## src/rtl/spi_eng_pkg.sv

```systemverilog
// Package: shared constants, control-word field positions and the per-word
// configuration record for the SPI shift engine.
package spi_eng_pkg;

    localparam int MAX_BITS = 32;                      // widest word
    localparam int MIN_BITS = 4;                       // narrowest word
    localparam int LEN_W    = $clog2(MAX_BITS);        // length-minus-one field
    localparam int NB_W     = $clog2(MAX_BITS + 1);    // holds a bit count
    localparam int EDGE_W   = $clog2(2 * MAX_BITS);    // serial edge index
    localparam int TWO_W    = NB_W + 1;                // holds 2 * bit count

    localparam int LOOP_POS = 1;
    localparam int CPOL_POS = 2;
    localparam int CPHA_POS = 3;
    localparam int LEN_POS  = 4;
    localparam int CTRL_HI  = LEN_POS + LEN_W - 1;     // top control bit

    typedef struct packed {
        logic            loop;
        logic            cpol;
        logic            cpha;
        logic [NB_W-1:0] nbits;
    } word_cfg_t;

    // Turns the control word into a word configuration, clamping short lengths.
    function automatic word_cfg_t decode_ctrl(input logic [CTRL_HI:LOOP_POS] c);
        word_cfg_t        r;
        logic [LEN_W-1:0] f;
        f      = c[LEN_POS +: LEN_W];
        r.loop = c[LOOP_POS];
        r.cpol = c[CPOL_POS];
        r.cpha = c[CPHA_POS];
        if (f < LEN_W'(MIN_BITS - 1))
            r.nbits = NB_W'(MIN_BITS);
        else
            r.nbits = NB_W'(f) + NB_W'(1);
        return r;
    endfunction

endpackage

```

## src/rtl/spi_edge_seq.sv

```systemverilog
// Serial clock sequencer. It counts the edges of one word and toggles sclk once per tick.
// It marks each edge as a launch edge or a sample edge, according to the phase of the word.
// Assumes: start is raised only while inactive, and last_edge = 2n-1 stays stable for the word.
module spi_edge_seq #(
    parameter int EW = 6
) (
    input  logic          clk,
    input  logic          rst_n,
    input  logic          start,
    input  logic          tick,
    input  logic          idle_cpol,
    input  logic          word_cpol,
    input  logic          word_cpha,
    input  logic [EW-1:0] last_edge,
    output logic          sclk,
    output logic          active,
    output logic          launch,
    output logic          sample,
    output logic          done
);
    logic          active_q;
    logic          sclk_q;
    logic [EW-1:0] edge_q;
    logic          fire;
    logic          leading;
    logic          at_last;

    // Classify the edge that the current tick produces.
    always_comb begin
        fire    = active_q && tick;
        leading = ~edge_q[0];
        at_last = (edge_q == last_edge);
        sample  = fire && (leading ^ word_cpha);
        launch  = fire && !(leading ^ word_cpha) && !at_last;
        done    = fire && at_last;
    end

    // Keep the edge count, the clock level and the word-active flag.
    always_ff @(posedge clk) begin
        if (!rst_n) begin
            active_q <= 1'b0;
            sclk_q   <= 1'b0;
            edge_q   <= '0;
        end else if (start) begin
            active_q <= 1'b1;
            edge_q   <= '0;
            sclk_q   <= idle_cpol;
        end else if (fire) begin
            sclk_q <= ~sclk_q;
            edge_q <= edge_q + EW'(1);
            if (at_last) active_q <= 1'b0;
        end else if (!active_q) begin
            sclk_q <= idle_cpol;
        end
    end

    assign sclk   = sclk_q;
    assign active = active_q;


    idle_after_word_chk: assert property (@(posedge clk) disable iff (!rst_n)
        done |=> (sclk == $past(word_cpol)));

    edge_range_chk: assert property (@(posedge clk) disable iff (!rst_n)
        active_q |-> (edge_q <= last_edge));
endmodule

```

## src/rtl/spi_tx_shifter.sv

```systemverilog
// Transmit shifter. It sends an MSB-aligned word one bit per launch strobe.
// With phase 0, the first bit is put on the line as soon as the word loads.
// Assumes: load and shift are never raised in the same cycle.
module spi_tx_shifter #(
    parameter int W = 32
) (
    input  logic         clk,
    input  logic         rst_n,
    input  logic         load,
    input  logic [W-1:0] load_word,
    input  logic         preload,
    input  logic         shift,
    output logic         mosi
);
    logic [W-1:0] sr_q;
    logic         mosi_q;

    // Load the word, or move the next bit onto the line.
    always_ff @(posedge clk) begin
        if (!rst_n) begin
            sr_q   <= '0;
            mosi_q <= 1'b0;
        end else if (load) begin
            if (preload) begin
                mosi_q <= load_word[W-1];
                sr_q   <= load_word << 1;
            end else begin
                mosi_q <= 1'b0;
                sr_q   <= load_word;
            end
        end else if (shift) begin
            mosi_q <= sr_q[W-1];
            sr_q   <= sr_q << 1;
        end
    end

    assign mosi = mosi_q;
endmodule

```

## src/rtl/spi_rx_shifter.sv

```systemverilog
// Receive shifter. It is cleared at the start of each word and shifts in one bit per sample strobe.
// After n samples the word is right-aligned, with zeros above it.
// Assumes: clear and sample are never raised in the same cycle.
module spi_rx_shifter #(
    parameter int W = 32
) (
    input  logic         clk,
    input  logic         rst_n,
    input  logic         clear,
    input  logic         sample,
    input  logic         din,
    output logic [W-1:0] word
);
    logic [W-1:0] sr_q;

    // Clear at the start of a word, then shift in from the LSB side.
    always_ff @(posedge clk) begin
        if (!rst_n)      sr_q <= '0;
        else if (clear)  sr_q <= '0;
        else if (sample) sr_q <= {sr_q[W-2:0], din};
    end

    assign word = sr_q;
endmodule

```

## src/rtl/spi_shift_core.sv

```systemverilog
// Top level of the SPI shift engine. It starts a word when running and data is waiting.
// It captures the word settings, runs the edge sequencer and both shifters, and reports
// each completion to the receive FIFO as a push or as an overflow.
// Assumes: the transmit FIFO is first-word fall-through, and sclk_tick is a one-cycle strobe.
module spi_shift_core
    import spi_eng_pkg::*;
#(
    parameter int DATA_W = MAX_BITS
) (
    input  logic                    clk,
    input  logic                    rst_n,
    input  logic                    run_en,
    input  logic [CTRL_HI:LOOP_POS] ctrl_word,
    input  logic                    sclk_tick,
    input  logic                    tx_empty,
    input  logic [DATA_W-1:0]       tx_data,
    output logic                    tx_pop,
    input  logic                    rx_full,
    output logic [DATA_W-1:0]       rx_data,
    output logic                    rx_push,
    output logic                    rx_overflow,
    output logic                    sclk,
    output logic                    mosi,
    input  logic                    miso,
    output logic                    busy
);
    word_cfg_t         live_cfg;
    word_cfg_t         cfg_q;
    logic              active;
    logic              start;
    logic              launch;
    logic              sample;
    logic              done;
    logic              rx_in;
    logic [NB_W-1:0]   shamt;
    logic [DATA_W-1:0] aligned;
    logic [TWO_W-1:0]  two_n;
    logic [EDGE_W-1:0] last_edge;
    logic              push_q;
    logic              ovf_q;

    // Decode the control word, and decide whether a new word starts this cycle.
    always_comb begin
        live_cfg  = decode_ctrl(ctrl_word);
        start     = !active && run_en && !tx_empty;
        shamt     = NB_W'(DATA_W) - live_cfg.nbits;
        aligned   = tx_data << shamt;
        two_n     = {cfg_q.nbits, 1'b0};
        last_edge = EDGE_W'(two_n - TWO_W'(1));
        rx_in     = cfg_q.loop ? mosi : miso;
    end

    // Capture the word settings at the start of each word.
    always_ff @(posedge clk) begin
        if (!rst_n)     cfg_q <= '0;
        else if (start) cfg_q <= live_cfg;
    end

    // Turn word completion into a push, or into an overflow when the FIFO is full.
    always_ff @(posedge clk) begin
        if (!rst_n) begin
            push_q <= 1'b0;
            ovf_q  <= 1'b0;
        end else begin
            push_q <= done && !rx_full;
            ovf_q  <= done && rx_full;
        end
    end

    spi_edge_seq #(.EW(EDGE_W)) u_seq (
        .clk(clk), .rst_n(rst_n), .start(start), .tick(sclk_tick),
        .idle_cpol(live_cfg.cpol), .word_cpol(cfg_q.cpol), .word_cpha(cfg_q.cpha),
        .last_edge(last_edge), .sclk(sclk), .active(active),
        .launch(launch), .sample(sample), .done(done)
    );

    spi_tx_shifter #(.W(DATA_W)) u_tx (
        .clk(clk), .rst_n(rst_n), .load(start), .load_word(aligned),
        .preload(!live_cfg.cpha), .shift(launch), .mosi(mosi)
    );

    spi_rx_shifter #(.W(DATA_W)) u_rx (
        .clk(clk), .rst_n(rst_n), .clear(start), .sample(sample),
        .din(rx_in), .word(rx_data)
    );

    assign tx_pop      = start;
    assign rx_push     = push_q;
    assign rx_overflow = ovf_q;
    assign busy        = active || (run_en && !tx_empty);

    // Words popped but not yet completed (assertion bookkeeping only).
    logic [1:0] inflight_q;
    always_ff @(posedge clk) begin
        if (!rst_n) inflight_q <= '0;
        else        inflight_q <= inflight_q + {1'b0, tx_pop} - {1'b0, (push_q || ovf_q)};
    end


    inflight_chk: assert property (@(posedge clk) disable iff (!rst_n)
        inflight_q <= 2'd1);

    pop_gap_chk: assert property (@(posedge clk) disable iff (!rst_n)
        tx_pop |-> (inflight_q == 2'd0 || push_q || ovf_q));

    ovf_excl_chk: assert property (@(posedge clk) disable iff (!rst_n)
        rx_overflow |-> !rx_push);

    ovf_full_chk: assert property (@(posedge clk) disable iff (!rst_n)
        rx_overflow |-> $past(rx_full));

    busy_pop_chk: assert property (@(posedge clk) disable iff (!rst_n)
        tx_pop |=> busy);
endmodule

```

## config.mk

```make
export PLATFORM = sky130hd
export DESIGN_NAME = spi_shift_core
export DESIGN_NICKNAME = d
export VERILOG_FILES = /design/src/rtl/spi_eng_pkg.sv /design/src/rtl/spi_edge_seq.sv /design/src/rtl/spi_tx_shifter.sv /design/src/rtl/spi_rx_shifter.sv /design/src/rtl/spi_shift_core.sv
export SDC_FILE = /design/constraint.sdc
export NUM_CORES = 1
export LEC_CHECK = 0
export ABC_AREA = 0
export BUFFER_PORTS_ARGS = -buffer_cell sky130_fd_sc_hd__buf_2
export CAP_MARGIN = 15
export CORE_UTILIZATION = 49
export CTS_CLUSTER_DIAMETER = 60
export CTS_CLUSTER_SIZE = 28
export DETAILED_ROUTE_END_ITERATION = 16
export GPL_ROUTABILITY_DRIVEN = 1
export PLACE_DENSITY = 0.69
export SLEW_MARGIN = 20
export SYNTH_ARGS = -nofsm -noshare
export SYNTH_HDL_FRONTEND = slang
export SYNTH_HIERARCHICAL = 1
export SYNTH_SLANG_ARGS = --single-unit
```

## constraint.sdc

```tcl
create_clock -name clk -period 4.8 [get_ports clk]
set_input_delay 0.96 -clock clk [delete_from_list [all_inputs] [get_ports clk]]
set_output_delay 0.96 -clock clk [all_outputs]
set_load 0.02 [all_outputs]
```

# Yosys cells after proc, flatten, opt, wreduce, memory -nomap -nowiden
# Index checks and enable logic that the tools add are counted.
# op_classes
n_reduce_logical,21
multipliers,0
n_addsub,4
muxes,14
bitwise,4
div,0
shift,1
magnitude_cmp,1
n_eq_ne,2
# ops
cell,n
$mux 32,3
$shl 32x6->32,1
$logic_and 1x1->1,10
$mux 1,10
$add 5x1->6 const B,1
$add 6x1->6 const B,1
$eq 6x6->1,1
$mux 6,1
$reduce_bool 2->1,3
$sub 6x1->6 const B,1
$sub 6x6->6 const A,1
$logic_not 1->1,5
$lt 5x2->1 const B,1
$ne 3x3->1 const B,1
$not 1->1,3
$reduce_and 2->1,1
$reduce_or 2->1,1
$logic_or 1x1->1,1
$xor 1x1->1,1
# word_totals
regBits,82
elab_cells,58
input_bits,47
mem_bits_rw,0
mem_count,0
output_inout_bits,38
latch_bits,0
mem_bits_ro,0

# Depth between registers and ports, before layout
# logic_depth
word_depth,7
ltp_mapped,16
mapped_depth_nobuf,12

# Modules after synthesis
# The synthesis kept the hierarchy.
# by_module_without_submodules
mod,cells_per_inst,seq_area_each_um2,area_each_um2,instances
spi_shift_core,277,200.2,2622.5,1
spi_tx_shifter,148,660.6,1656.6,1
spi_rx_shifter,104,640.6,1173.6,1
spi_edge_seq,55,160.2,456.7,1

# Worst setup path before layout
# Ideal clock, no wire load.
# synth_path
path_type,in2reg
from,input ctrl_word[6] in the netlist's numbering
to,register u_tx.mosi_q (netlist: u_tx/mosi)
cell_stages,14
setup_ns,0.117
n_path_buf,5
arrival_ns,3.856
path_slack_ns,0.827
required_time_ns,4.683
cell_sequence,buf_6 buf_4 or4_1 nand2_1 ha_1 buf_4 buf_4 buf_1 mux4_2 mux2i_1 mux2i_1 a32o_1 a21bo_2 o211a_1
# synth_via
elab_chain_len,6
elab_cells_between_ends,7
cone_classes,2 x add/sub; 1 x order compare; 1 x shift; 3 x mux
# synth_lines
element,line,source
start: declaration,spi_shift_core.sv:13,"input logic [CTRL_HI:LOOP_POS] ctrl_word,"
$add 5x1->6 / $lt 5x2->1 (equally long branches),"spi_eng_pkg.sv:36, spi_eng_pkg.sv:33",
$mux 6 (*),spi_eng_pkg.sv:33,if (f < LEN_W'(MIN_BITS - 1))
$sub 6x6->6 (*),spi_shift_core.sv:46,shamt = NB_W'(DATA_W) - live_cfg.nbits;
$shl 32x6->32 (*),spi_shift_core.sv:47,aligned = tx_data << shamt;
via aligned[31],spi_shift_core.sv:36,logic [DATA_W-1:0] aligned;
$mux 1 (*),spi_tx_shifter.sv:24,if (preload) begin
$mux 1 (*),spi_tx_shifter.sv:23,end else if (load) begin
end signal: assignment,spi_tx_shifter.sv:25,mosi_q <= load_word[W-1];
end signal: assignment,spi_tx_shifter.sv:32,mosi_q <= sr_q[W-1];
end: declaration,spi_tx_shifter.sv:16,logic mosi_q;
# Mark *: on every way through the listed nets, which the timed path passes. The rest lies on a longest branch.
# A chain may end at the register's enable or synchronous reset.

# Worst setup path in the final report
# layout_path
from,input ctrl_word[4] in the netlist's numbering
to,register u_tx.sr_q[13]
# layout_via
elab_chain_len,6
elab_cells_between_ends,7
cone_classes,2 x add/sub; 1 x order compare; 1 x shift; 3 x mux
# layout_lines
element,line,source
$add 5x1->6 / $lt 5x2->1 (equally long branches),"spi_eng_pkg.sv:36, spi_eng_pkg.sv:33",
$mux 6 (*),spi_eng_pkg.sv:33,
$sub 6x6->6 (*),spi_shift_core.sv:46,
$shl 32x6->32 (*),spi_shift_core.sv:47,
via aligned[13],spi_shift_core.sv:36,
$mux 32 (*),spi_tx_shifter.sv:24,
$mux 32 (*),spi_tx_shifter.sv:23,
end signal: assignment,spi_tx_shifter.sv:26,sr_q <= load_word << 1;
end signal: assignment,spi_tx_shifter.sv:29,sr_q <= load_word;
end signal: assignment,spi_tx_shifter.sv:33,sr_q <= sr_q << 1;
end: declaration,spi_tx_shifter.sv:15,logic [W-1:0] sr_q;
# Marked as above.

==> results.json <==
{
  "postLayoutCellArea_mm2": 0.00657,
  "cts_resized": 0,
  "io_pins": 85,
  "root_buffer": "clkbuf_16",
  "n_antenna_cell": 0,
  "fin_crit_ps": 4140,
  "insertion_delay_ps": 330,
  "final-hold-violation-count": 0,
  "rows": 39,
  "hold_end": "u_rx/word[31]$_SDFFE_PP0P_",
  "hpwl_um": 9860,
  "grt_pass1_wl_um": 22100,
  "dieWidth_um": 111,
  "rsz0062_at_grt": "no",
  "clock_path_buffers": 2,
  "p_per_area_mw_per_mm2": 319,
  "fp.dieH_um": 111,
  "dpl_cell_area_mm2": 0.00623,
  "worstPathArrival_ps": 4370,
  "cts_setup_buffers": 0,
  "p_leak_uw": 0.00259,
  "grt_use_total": 0.217,
  "tightest_slew_ps": 1010,
  "whs_ps": 504,
  "grt_max_degree": 34,
  "viasPerCell": 5.97,
  "cts_hold_buf": 0,
  "regToRegStartpoint": "cfg_q[0]$_SDFFE_PN0P_",
  "port_buffers": 84,
  "area_growth_syn_to_layout_pct": 11.8,
  "ant_nets": 0,
  "postSynthAreaPerCell_um2": 10.1,
  "hp-start": "u_rx/word[31]$_SDFFE_PP0P_",
  "antenna_found_initial": 0,
  "syn_inst": 581,
  "grt_overflow_total": 0,
  "crit_type": "in2reg",
  "drt_wl_total_um": 13100,
  "final_common_cell": "mux2i_1",
  "grt_pass1_vias": 4471,
  "initial_core_util": 0.508,
  "vias": 4733,
  "finalSetupViolations": 0,
  "p_sw_uw": 673,
  "violations": "DRC",
  "drtPass1Iterations": 12,
  "wl_per_cell_um": 16.5,
  "path_clk_slew_ps": 70,
  "worst-path-max-fanout": 16,
  "worstPathRequired_ps": 5030,
  "drive_gt1_frac": 0.272,
  "fp.dieArea_mm2": 0.0124,
  "r2r-end": "u_tx/mosi$_SDFFE_PN0P_",
  "place_congestion": 0.896,
  "fin_crit_sh": 0.862,
  "slew_violations": 0,
  "hold_class": "reg2reg",
  "status": "finished with violations",
  "cp_slowest_cell": "o311a_1",
  "max_cap_violations": 0,
  "cts_htree_levels": 3,
  "p_seq_frac": 0.342,
  "numCtsBuffers": 9,
  "core_mm2": 0.0116,
  "synthesis.area_mm2": 0.00587,
  "max_stage_delay_ps": 580,
  "synth.net_count": 632,
  "setup-tns-final_ps": 0,
  "clock-sinks": 82,
  "synth_warnings": 6,
  "n_fill_cell": 1025,
  "cp_cell_sequence": "buf_2, and2_1, or4_1, nand2_1, ha_1, nor3_1, mux2i_1, nand2_1, o311a_1, and2_1, nor3_1, mux2i_1, o22ai_1",
  "peakVddDrop_mv": 0.142,
  "p_clk_frac": 0.334,
  "hold_path_depth": 2,
  "startpoint_type": "input pin",
  "reg2reg_depth": 10,
  "endpoint_kind": "register",
  "maxSlewHeadroom": 0.326,
  "nNetsFinal": 696,
  "finalPower_uw": 2100,
  "rrSetupSlack_ps": 2110,
  "clock.fmax_mhz": 242,
  "p_sw_frac": 0.321,
  "intPower_uw": 1420,
  "drc": 3,
  "cts_tree": "done",
  "layout_common_cells": "mux2i_1 (122), buf_2 (84), dfxtp_1 (82), nor2_1 (43), nand2_1 (38)",
  "finClkSkew_ps": 8.12,
  "final_util": 0.568,
  "drt_iter0_drc": 256,
  "comb_power_share": 0.324
}
[power by group through the flow]
stage	Combinational, uW	Sequential, uW	Clock (uW)
floorplan	529	730	0
global placement	660	732	0
detailed placement	666	733	0
CTS	669	718	718
global route	734	720	745
finish	678	718	700
[through the flow]
step	worst slack (ps)	std cells
finish	663	793
global route	343	793
CTS	677	792
detailed placement	325	776
global placement	432	776
floorplan	827	581
[critical path, delay by kind of cell]
family,cells,cell delay [ps]
mux,2,390
compound gates,2,720
buf+inv,1,190
simple gates,7,1810
fa+ha+maj,1,300
[per-layer routing]
layer / vias up / wire [um] / global-route usage / share of wire
met1: 2268 / 6030 / 0.292 / 0.46
li1: 2301 / - / - / -
met5: - / 0 / 0 / 0
met2: 140 / 6200 / 0.354 / 0.47
met3: 24 / 550 / 0.0365 / 0.042
met4: 0 / 291 / 0.0748 / 0.022
[how the worst max path moves through the flow]
stage | slack [ps] | from | cells past startpoint | to
final | 660 | ctrl_word[4] | 13 | u_tx/sr_q[13]$_SDFFE_PN0P_
after floorplan | 830 | ctrl_word[6] | 14 | u_tx/mosi$_SDFFE_PN0P_
after detailed placement | 330 | ctrl_word[4] | 13 | u_tx/sr_q[13]$_SDFFE_PN0P_
after CTS | 680 | ctrl_word[4] | 13 | u_tx/sr_q[13]$_SDFFE_PN0P_
after global routing | 340 | ctrl_word[4] | 13 | u_tx/sr_q[13]$_SDFFE_PN0P_
after global placement | 430 | ctrl_word[4] | 14 | u_tx/sr_q[26]$_SDFFE_PN0P_
[area by class of cell]
| type | instances | area, um^2 | area share |
|---|---|---|---|
| Tap cell | 143 | 179 | 0.0272 |
| Timing Repair Buffer | 99 | 553 | 0.0842 |
| Inverter | 9 | 36.3 | 0.00553 |
| Clock inverter | 6 | 73.8 | 0.0112 |
| Sequential cell | 82 | 1640 | 0.250 |
| Clock buffer | 10 | 229 | 0.0349 |
| Multi-Input combinational cell | 444 | 3850 | 0.587 |
[sequential cells by signal, indices dropped and copies added, names as in the netlist]
signal	flops
u_tx/sr_q	32
rx_push	1
u_seq/edge_q	6
rx_overflow	1
u_seq/active	1
u_rx/word	32
u_seq/sclk	1
cfg_q	7
u_tx/mosi	1
Note: power is estimated with default switching activity, not from simulation.
